--- src/rtl/esc_pkg.sv ---
package esc_pkg;

    typedef enum logic {
        ESC_CAPTURE = 1'b0,
        ESC_SHIFT   = 1'b1
    } esc_mode_e;

    typedef struct packed {
        logic serial_d;
        logic parallel_d;
    } esc_cell_in_t;

    function automatic logic esc_next(input esc_mode_e mode, input esc_cell_in_t din);
        return (mode == ESC_SHIFT) ? din.serial_d : din.parallel_d;
    endfunction

endpackage

--- src/rtl/esc_scan_ff.sv ---
module esc_scan_ff
    import esc_pkg::*;
(
    input  logic         clk,
    input  logic         rst,
    input  esc_mode_e    mode,
    input  esc_cell_in_t din,
    output logic         q
);

    always_ff @(posedge clk) begin
        if (rst) q <= 1'b0;
        else     q <= esc_next(mode, din);
    end

    // the flop follows the source that the mode selects
    p_flop_src_r2: assert property (@(posedge clk) disable iff (rst)
        (mode == ESC_SHIFT) |=> q == $past(din.serial_d));
    p_flop_cap_r5: assert property (@(posedge clk) disable iff (rst)
        (mode == ESC_CAPTURE) |=> q == $past(din.parallel_d));

endmodule

--- src/rtl/esc_hold_stage.sv ---
module esc_hold_stage (
    input  logic clk,
    input  logic rst,
    input  logic hold,
    input  logic d,
    output logic q
);

    always_ff @(posedge clk) begin
        if (rst)        q <= 1'b0;
        else if (!hold) q <= d;
    end

    p_hold_keep_r3: assert property (@(posedge clk) disable iff (rst)
        hold |=> $stable(q));
    p_hold_load_r4: assert property (@(posedge clk) disable iff (rst)
        !hold |=> q == $past(d));

endmodule

--- src/rtl/esc_chain.sv ---
module esc_chain
    import esc_pkg::*;
#(
    parameter int WIDTH = 8
) (
    input  logic             clk,
    input  logic             rst,
    input  logic             test_ctrl,
    input  logic             hold,
    input  logic             scan_in,
    input  logic [WIDTH-1:0] capture_in,
    output logic [WIDTH-1:0] state_out,
    output logic             scan_out
);

    localparam int LAST = WIDTH - 1;

    esc_mode_e        mode;
    logic [WIDTH-1:0] ff_q;

    assign mode = test_ctrl ? ESC_SHIFT : ESC_CAPTURE;

    for (genvar i = 0; i < WIDTH; i++) begin : g_cell
        esc_cell_in_t din;
        if (i == 0) begin : g_head
            assign din.serial_d = scan_in;
        end else begin : g_body
            assign din.serial_d = ff_q[i-1];
        end
        assign din.parallel_d = capture_in[i];

        esc_scan_ff u_ff (
            .clk  (clk),
            .rst  (rst),
            .mode (mode),
            .din  (din),
            .q    (ff_q[i])
        );

        esc_hold_stage u_hold (
            .clk  (clk),
            .rst  (rst),
            .hold (hold),
            .d    (ff_q[i]),
            .q    (state_out[i])
        );
    end

    assign scan_out = ff_q[LAST];

    p_reset_clear_r1: assert property (@(posedge clk)
        rst |=> (state_out == '0) && (scan_out == 1'b0));
    p_shift_head_r2: assert property (@(posedge clk) disable iff (rst)
        test_ctrl |=> ff_q[0] == $past(scan_in));
    p_capture_all_r5: assert property (@(posedge clk) disable iff (rst)
        !test_ctrl |=> ff_q == $past(capture_in));
    p_frozen_vec_r6: assert property (@(posedge clk) disable iff (rst)
        hold |=> state_out == $past(state_out));

endmodule

--- config.mk ---
export PLATFORM = sky130hd
export DESIGN_NAME = esc_chain
export DESIGN_NICKNAME = d
export VERILOG_FILES = /design/src/rtl/esc_pkg.sv /design/src/rtl/esc_scan_ff.sv /design/src/rtl/esc_hold_stage.sv /design/src/rtl/esc_chain.sv
export SDC_FILE = /design/constraint.sdc
export NUM_CORES = 1
export LEC_CHECK = 0
export BUFFER_PORTS_ARGS = -buffer_cell sky130_fd_sc_hd__buf_4
export CORE_MARGIN = 3
export CORE_UTILIZATION = 46
export DETAILED_ROUTE_END_ITERATION = 6
export GPL_ROUTABILITY_DRIVEN = 0
export PLACE_DENSITY = 0.82
export SYNTH_ARGS = -nofsm -noshare
export SYNTH_HDL_FRONTEND = slang
export SYNTH_SLANG_ARGS = --single-unit
export TNS_END_PERCENT = 30
--- constraint.sdc ---
create_clock -name clk -period 0.8 [get_ports clk]
set_input_delay 0.24 -clock clk [delete_from_list [all_inputs] [get_ports clk]]
set_output_delay 0.24 -clock clk [all_outputs]
set_load 0.02 [all_outputs]
**Word-level counts from Yosys, hierarchy flattened**

Index checks and enable logic that the tools add are counted.

- Mux-type cells: 9

Operators with widths:

| operator | number |
|---|---|
| $mux 1 | 9 |

- Output and inout port bits: 9
- Logic and storage cells: 25
- Input bits: 13
- Flip-flop bits (word level): 16

**Logic depth before layout (Yosys ltp)**

Gate-level depths: netlist of run 1.

- Depth in word-level cells: 2
- Depth in mapped cells: 3
- Mapped depth without buffers: 2

**Cells and area by module**

From an unflattened synthesis of run 1, not the netlist that was laid out.

- Cell total of the unflattened synthesis: 48
- Area total of the unflattened synthesis: 540.5 um^2

Modules (own cells, without submodules):

| module | times used | cells an instance | sequential area each (um^2) | area each (um^2) |
|---|---|---|---|---|
| esc_hold_stage | 8 | 3 | 20.0 | 33.8 |
| esc_scan_ff | 8 | 3 | 20.0 | 33.8 |

**Worst setup path before layout of run 1**

OpenSTA, ideal clock, no wires.

- Path kind: input to register
- From: in test_ctrl
- To: reg g_cell[0].u_ff.q
- Buffers on the path: 1
- Required time: 0.684 ns
- Cell stages on the path: 3
- Setup time: 0.116 ns
- Arrival: 0.574 ns
- Slack: 0.110 ns
- Cell sequence: buf_6 mux2i_1 nor2_1

- Cells in the longest elaborated chain, start to end: 2

Ends and longest elaborated chain:

| element | line | source |
|---|---|---|
| from (decl) | esc_chain.sv:8 | `input logic test_ctrl,` |
| $mux 1 | esc_chain.sv:21 | `assign mode = test_ctrl ? ESC_SHIFT : ESC_CAPTURE;` |
| $mux 1 | esc_pkg.sv:14 | `return (mode == ESC_SHIFT) ? din.serial_d : din.parallel_d;` |
| to (signal assigned) | esc_scan_ff.sv:13 | `else q <= esc_next(mode, din);` |
| to (decl) | esc_scan_ff.sv:8 | `output logic q` |

Every way passes these cells.
A chain may end at the register's enable or synchronous reset.

**Worst setup path after layout of run 1**

- From: reg g_cell[0].u_hold.q
- To: out state_out[0]

RTL lines:

| element | line | source |
|---|---|---|
| from (decl) | esc_hold_stage.sv:6 | `output logic q` |
| from (signal assigned) | esc_hold_stage.sv:10 | `if (rst) q <= 1'b0;` |
| from (signal assigned) | esc_hold_stage.sv:11 | `else if (!hold) q <= d;` |
| to (decl) | esc_chain.sv:12 | `output logic [WIDTH-1:0] state_out,` |

No word-level cell between the ends.

==> impl_results.md, run 1 <==
- DR WL/cell: 12.08 µm
- Top cells by count, synth: dfxtp_1 (16), mux2i_1 (16), nor2_1 (16)
- Largest area contributor in the netlist: dfxtp_1
- Pwr Density: 1992 mW/mm²
- FF-to-FF End: g_cell[7].u_hold.q
- N_diodes: 0
- Crit-path leading delay family: flip-flops
- Crit-path max cell delay: 350 ps
- Worst-path clk slew: 90 ps
- Row cnt: 12
- Ys flop type: dfxtp_1
- Area of the core: 0.001201 mm²
- Slew @ Worst Pin: 142.5 ps
- Area post-placement: 715.7 µm²
- Starting Density: 0.5323
- Yosys warning total: 0
- Drc violations: 0
- Global Route Usage Sum: 0.1375
- Synth area leaders: dfxtp_1 (50%), mux2i_1 (25%), buf_4 (9.4%)
- Fin crit period: 996.9 ps
- Worst EP required: 560 ps
- Syn avg cell area: 10.66 µm²
- Post-synth EDFFs: 0
- Slowest CP cell: dfxtp_2
- Distinct cells, synth: 6
- Final worst clock skew: 1.234 ps
- Fin worst setup slack: -196.9 ps
- Final Hold Viols: 0
- Post-Synthesis Cell Area: 639.4 µm²
- CP cell instances: buf_6
- Fmax: 1.003 GHz
- Fraction of layout instances using a drive strength above 1: 0.4658
- Clock Sinks: 16
- Final ANT Viol Nets: 0
- Final worst-path cycle share: 1.246
- PortBufs: 21
- Crit path launch: g_cell[0].u_hold.q
- Pre-antenna DRT Iters: 2
- Crit path depth: 1
- CTS root buffer: clkbuf_4
- Post-CTS Repair Setup Buffers: 0
- Clock latency on the worst-skew pair: 290 ps
- CTS tree: built
- Max Root-Sink Buffers: 2
- H-tree lvl count: 1
- Final wirelength: 1.051 mm
- Post-synthesis sequential area ratio: 0.5010
- Max Cap Viol: 0
- Asr flop ratio synth: 0
- Vias/cell: 4.874
- Worst setup SP type: flip-flop
- Largest net degree at the start of global routing: 17
- RSZ-0062 raised after global routing: yes
- Rel. slew slack: 0.9023
- Worst r2r path cells: 2
- First-pass GRT wire length: 1.800 mm
- Top-area cell type share of the netlist area: 0.5010
- Boundary Pins: 22
- Vias in the first global route: 418
- #FFs+latches synth: 16
- Routed vias: 424
- Final core occ: 0.6635
- Synth-to-layout area growth: 24.66%
- Crit-path max FO: 2
- Hold crit path type: input port to flip-flop
- Worst vdd rail ir drop: 1.241 mV
- Reg-to-reg startpoint: g_cell[7].u_hold.q
- GRT overflow: 0
- Initial DRC count: 1
- Die Y: 43.28 µm
- Syn Inst Count: 60
- CP bufs+invs: 1
- Worst setup path endpoint: state_out[0]
- Syn Nets: 73
- R2R Setup Slk: 150 ps
- Static leakage: 0.0003910 µW
- Final #Nets: 87
- Design Area, Final: 797.0 µm²
- Setup violations, final: 9
- Failing checks: negative setup slack
- Crit end category: output port
- Initial antenna violation count: 0
- Fin. max-slew vios: 0
- Power Total: 1588 µW
- Status: complete, but fails checks
- WS Path Type: flip-flop to output port
- Worst Path Arrival: 760 ps
- Die Wd: 43.28 µm
- Die ar.: 0.001873 mm²
- CTS Buf Count: 3
[state kept, by name, indices dropped and copies added, names as in the netlist]
| signal | count |
|---|---|
| g_cell.u_hold.q | 8 |
| g_cell.u_ff.q | 8 |
[area by class of cell]
cell class	count	area, µm²
multi-input cells	32	220.2
well taps	14	17.52
repair buffers	21	191.4
clock buffers	4	36.28
fillers	95	404.1
flip-flops and latches	16	331.6
[power breakdown]
group / internal (µW) / total, µW / switching (µW)
Sequential: 839 / 862 / 23.4
Combinational: 111 / 197 / 85.9
Clock: 278 / 529 / 251
[worst min-delay path by stage]
stage                                start                 end  slack, ps  cells past startpoint
after floorplan              capture_in[0]    g_cell[0].u_ff.q        380                      2
final                        capture_in[1]    g_cell[1].u_ff.q        170                      3
after global routing         capture_in[6]    g_cell[6].u_ff.q        170                      3
after global placement    g_cell[3].u_ff.q  g_cell[3].u_hold.q        470                      2
after CTS                    capture_in[1]    g_cell[1].u_ff.q        170                      3
after detailed placement     capture_in[1]    g_cell[1].u_ff.q        480                      3
[layer usage]
layer  GRT usage  wire [µm]
met1      0.1527        425
met2      0.2065        516
met3     0.07627         82
met4     0.07229         27
met5           0          0
[cells by family after synthesis]
group,Yosys count,synth area share
muxes,16,0.2505
and+or+nand+nor,16,0.09394
DFF,16,0.5010
buffers and inverters,12,0.1546
[cell usage in the layout (no fill, tap or decap)]
cell / instances
dfxtp_2: 9
clkbuf_8: 1
nor2_1: 16
dfxtp_1: 7
clkbuf_4: 3
buf_6: 9
mux2i_1: 16
buf_4: 12
[stage by stage]
stage / setup WS [ps] / hold slack (ps) / TNS [ps] / cells
3_5_place_dp: -26.22 / 476.7 / -26.22 / 83
6_report: -196.9 / 175.0 / -1683 / 87
4_1_cts: -204.9 / 165.8 / -1799 / 87
5_1_grt: -241.5 / 167.1 / -2060 / 87
2_1_floorplan: 109.5 / 383.9 / 0 / 60
3_3_place_gp: 14.02 / 468.4 / 0 / 83
[repair_timing]
| action | 4_1_cts | 5_1_grt |
|---|---|---|
| setup endpoints to repair | 9 | 9 |
| resized for setup | 18 | 0 |
| hold buffers | 0 | 0 |
| cloned | 0 | 0 |
| hold endpoints to repair | 0 | 0 |
(Power assumes the default switching activity.)
==> run 2, diff against run 1 <==
--- a/config.mk
+++ b/config.mk
@@ -7,10 +7,10 @@
 export LEC_CHECK = 0
 export BUFFER_PORTS_ARGS = -buffer_cell sky130_fd_sc_hd__buf_4
 export CORE_MARGIN = 3
-export CORE_UTILIZATION = 46
+export CORE_UTILIZATION = 49
 export DETAILED_ROUTE_END_ITERATION = 6
 export GPL_ROUTABILITY_DRIVEN = 0
-export PLACE_DENSITY = 0.82
+export PLACE_DENSITY = 0.86
 export SYNTH_ARGS = -nofsm -noshare
 export SYNTH_HDL_FRONTEND = slang
 export SYNTH_SLANG_ARGS = --single-unit
==> constraint.sdc (replaced) <==
create_clock -name clk -period 1.2 [get_ports clk]
set_input_delay 0.36 -clock clk [delete_from_list [all_inputs] [get_ports clk]]
set_output_delay 0.36 -clock clk [all_outputs]
set_load 0.02 [all_outputs]
==> impl_results.md, run 2 (same netlist as run 1, synthesis figures left out) <==
- Hold Path End: g_cell[2].u_ff.q
- Crit-path leading delay family: flip-flops
- CTS Buf Count: 3 (unchanged)
- Worst EP required: 840 ps (+280 ps)
- Global Route Usage Sum: 0.1293 (-0.008139)
- Initial antenna violation count: 0 (unchanged)
- RSZ-0062 raised after global routing: no
- Most frequent cells in the layout: buf_4 (21), mux2i_1 (16), nor2_1 (16), dfxtp_1 (16), clkbuf_4 (3)
- CTS tree: built
- Worst vdd rail ir drop: 0.6588 mV (-47%)
- Vias in the first global route: 406 (-2.9%)
- Post-CTS Repair Setup Buffers: 0 (unchanged)
- Final wirelength: 1.045 mm (-0.57%)
- Final ANT Viol Nets: 0 (unchanged)
- Crit path launch: g_cell[1].u_hold.q
- R2R Setup Slk: 570 ps (+420 ps)
- Clock latency on the worst-skew pair: 280 ps (about the same)
- N_diodes: 0 (unchanged)
- Final worst-path cycle share: 0.9490
- DR WL/cell: 12.01 µm (-0.57%)
- Clock Sinks: 16 (unchanged)
- Crit end category: output port
- CTS root buffer: clkbuf_4
- GRT overflow: 0 (unchanged)
- Worst-path clk slew: 90 ps (about the same)
- PortBufs: 21 (unchanged)
- Final #Nets: 87 (unchanged)
- First-pass GRT wire length: 1.718 mm (-4.6%)
- Die Y: 42.12 µm (-2.7%)
- CP cell instances: buf_4
- Max Cap Viol: 0 (unchanged)
- Setup TNS: 0 ps (+1683 ps)
- Drc violations: 0 (unchanged)
- Final Hold Viols: 0 (unchanged)
- H-tree lvl count: 1 (unchanged)
- WS Path Type: flip-flop to output port
- Hold crit path type: input port to flip-flop
- FF-to-FF End: g_cell[7].u_hold.q
- Final core occ: 0.6421 (-0.02145)
- CP bufs+invs: 1 (unchanged)
- Fmax: 0.8781 GHz
- Starting Density: 0.5459 (+0.01365)
- Status: complete, no violations
- Pre-antenna DRT Iters: 2 (unchanged)
- Design Area, Final: 752.0 µm² (-5.7%)
- Hold wc startpoint: capture_in[2]
- Initial DRC count: 4 (+3)
- Crit-path max cell delay: 350 ps (about the same)
- Largest net degree at the start of global routing: 17 (unchanged)
- Synth-to-layout area growth: 17.61%
- Fraction of layout instances using a drive strength above 1: 0.3425 (-0.1233)
- Biggest regs: g_cell.u_ff.q x8, g_cell.u_hold.q x8
- Commonest non-fill, non-tap cell in the layout: buf_4
- Pwr Density: 1381 mW/mm² (-31%)
- Routed vias: 418 (-1.4%)
- Setup violations, final: 0 (-9)
- Worst Path Arrival: 780 ps (+20 ps)
- Row cnt: 12 (unchanged)
- Fin crit period: 1139 ps
- Area post-placement: 715.7 µm² (unchanged)
- Slew @ Worst Pin: 134.5 ps (-8.052 ps)
- Die Wd: 42.12 µm (-2.7%)
- Die ar.: 0.001774 mm² (-5.3%)
- Slowest CP cell: dfxtp_1
- Boundary Pins: 22 (unchanged)
- Area of the core: 0.001171 mm² (-2.5%)
- Static leakage: 0.0003800 µW (-2.8%)
- Power Total: 1039 µW (-35%)
- Max Root-Sink Buffers: 2 (unchanged)
- Crit-path max FO: 2 (unchanged)
- Worst Hold Depth: 3 (unchanged)
- Post_cts resized: 0 (-18)
- Post-cts hold buffer count: 0 (unchanged)
- Worst setup SP type: flip-flop
- Final worst clock skew: 5.848 ps (+4.613 ps)
- Reg area: 320.3 µm² (-3.4%)
- Vias/cell: 4.805 (-1.4%)
- Reg-to-reg startpoint: g_cell[7].u_hold.q
- Worst r2r path cells: 2 (unchanged)
- Fillers: 106 (+12%)
- Rel. slew slack: 0.9078 (+0.005522)
- Fin. max-slew vios: 0 (unchanged)
- Area occupied by multi-input gates: 220.2 µm² (unchanged)
==> run 2: power by group <==
group / switching (µW) / internal (µW) / total (µW)
logic: 57.0 / 66.6 / 124
registers: 13.5 / 557 / 571
clock network: 160 / 184 / 345
total: 231 / 808 / 1040
==> run 2: layout make-up <==
class / count / area share
timing repair buffer: 21 / 0.2097
tap: 14 / 0.02329
multi-input combinational: 32 / 0.2928
sequential: 16 / 0.4260
clock buffer: 4 / 0.04825
==> run 2: worst max-delay path by stage <==
stage,depth (start not counted),slack [ps],to
after floorplan,3,390,g_cell[0].u_ff.q
after global routing,1,10,state_out[7]
after detailed placement,3,280,g_cell[7].u_hold.q
after global placement,3,300,g_cell[4].u_ff.q
after CTS,1,50,state_out[1]
final,1,60,state_out[1]
==> run 2: per-stage QoR <==
stage	instances	hold slack (ps)	setup WS (ps)
floorplan	60	460.1	389.5
global placement	83	475.7	297.9
detailed placement	83	486.6	276.1
CTS	87	297.7	51.47
global route	87	304.3	10.35
finish	87	303.5	61.15
==> run 2: metal layers <==
layer | vias up | routed length [µm] | part of all wire | track usage
met1 | 191 | 440 | 0.42 | 0.1444
li1 | 212 | - | - | -
met4 | 0 | 8 | 0.0077 | 0.07453
met3 | 2 | 68 | 0.065 | 0.05150
met5 | - | 0 | 0 | 0
met2 | 13 | 527 | 0.50 | 0.2068
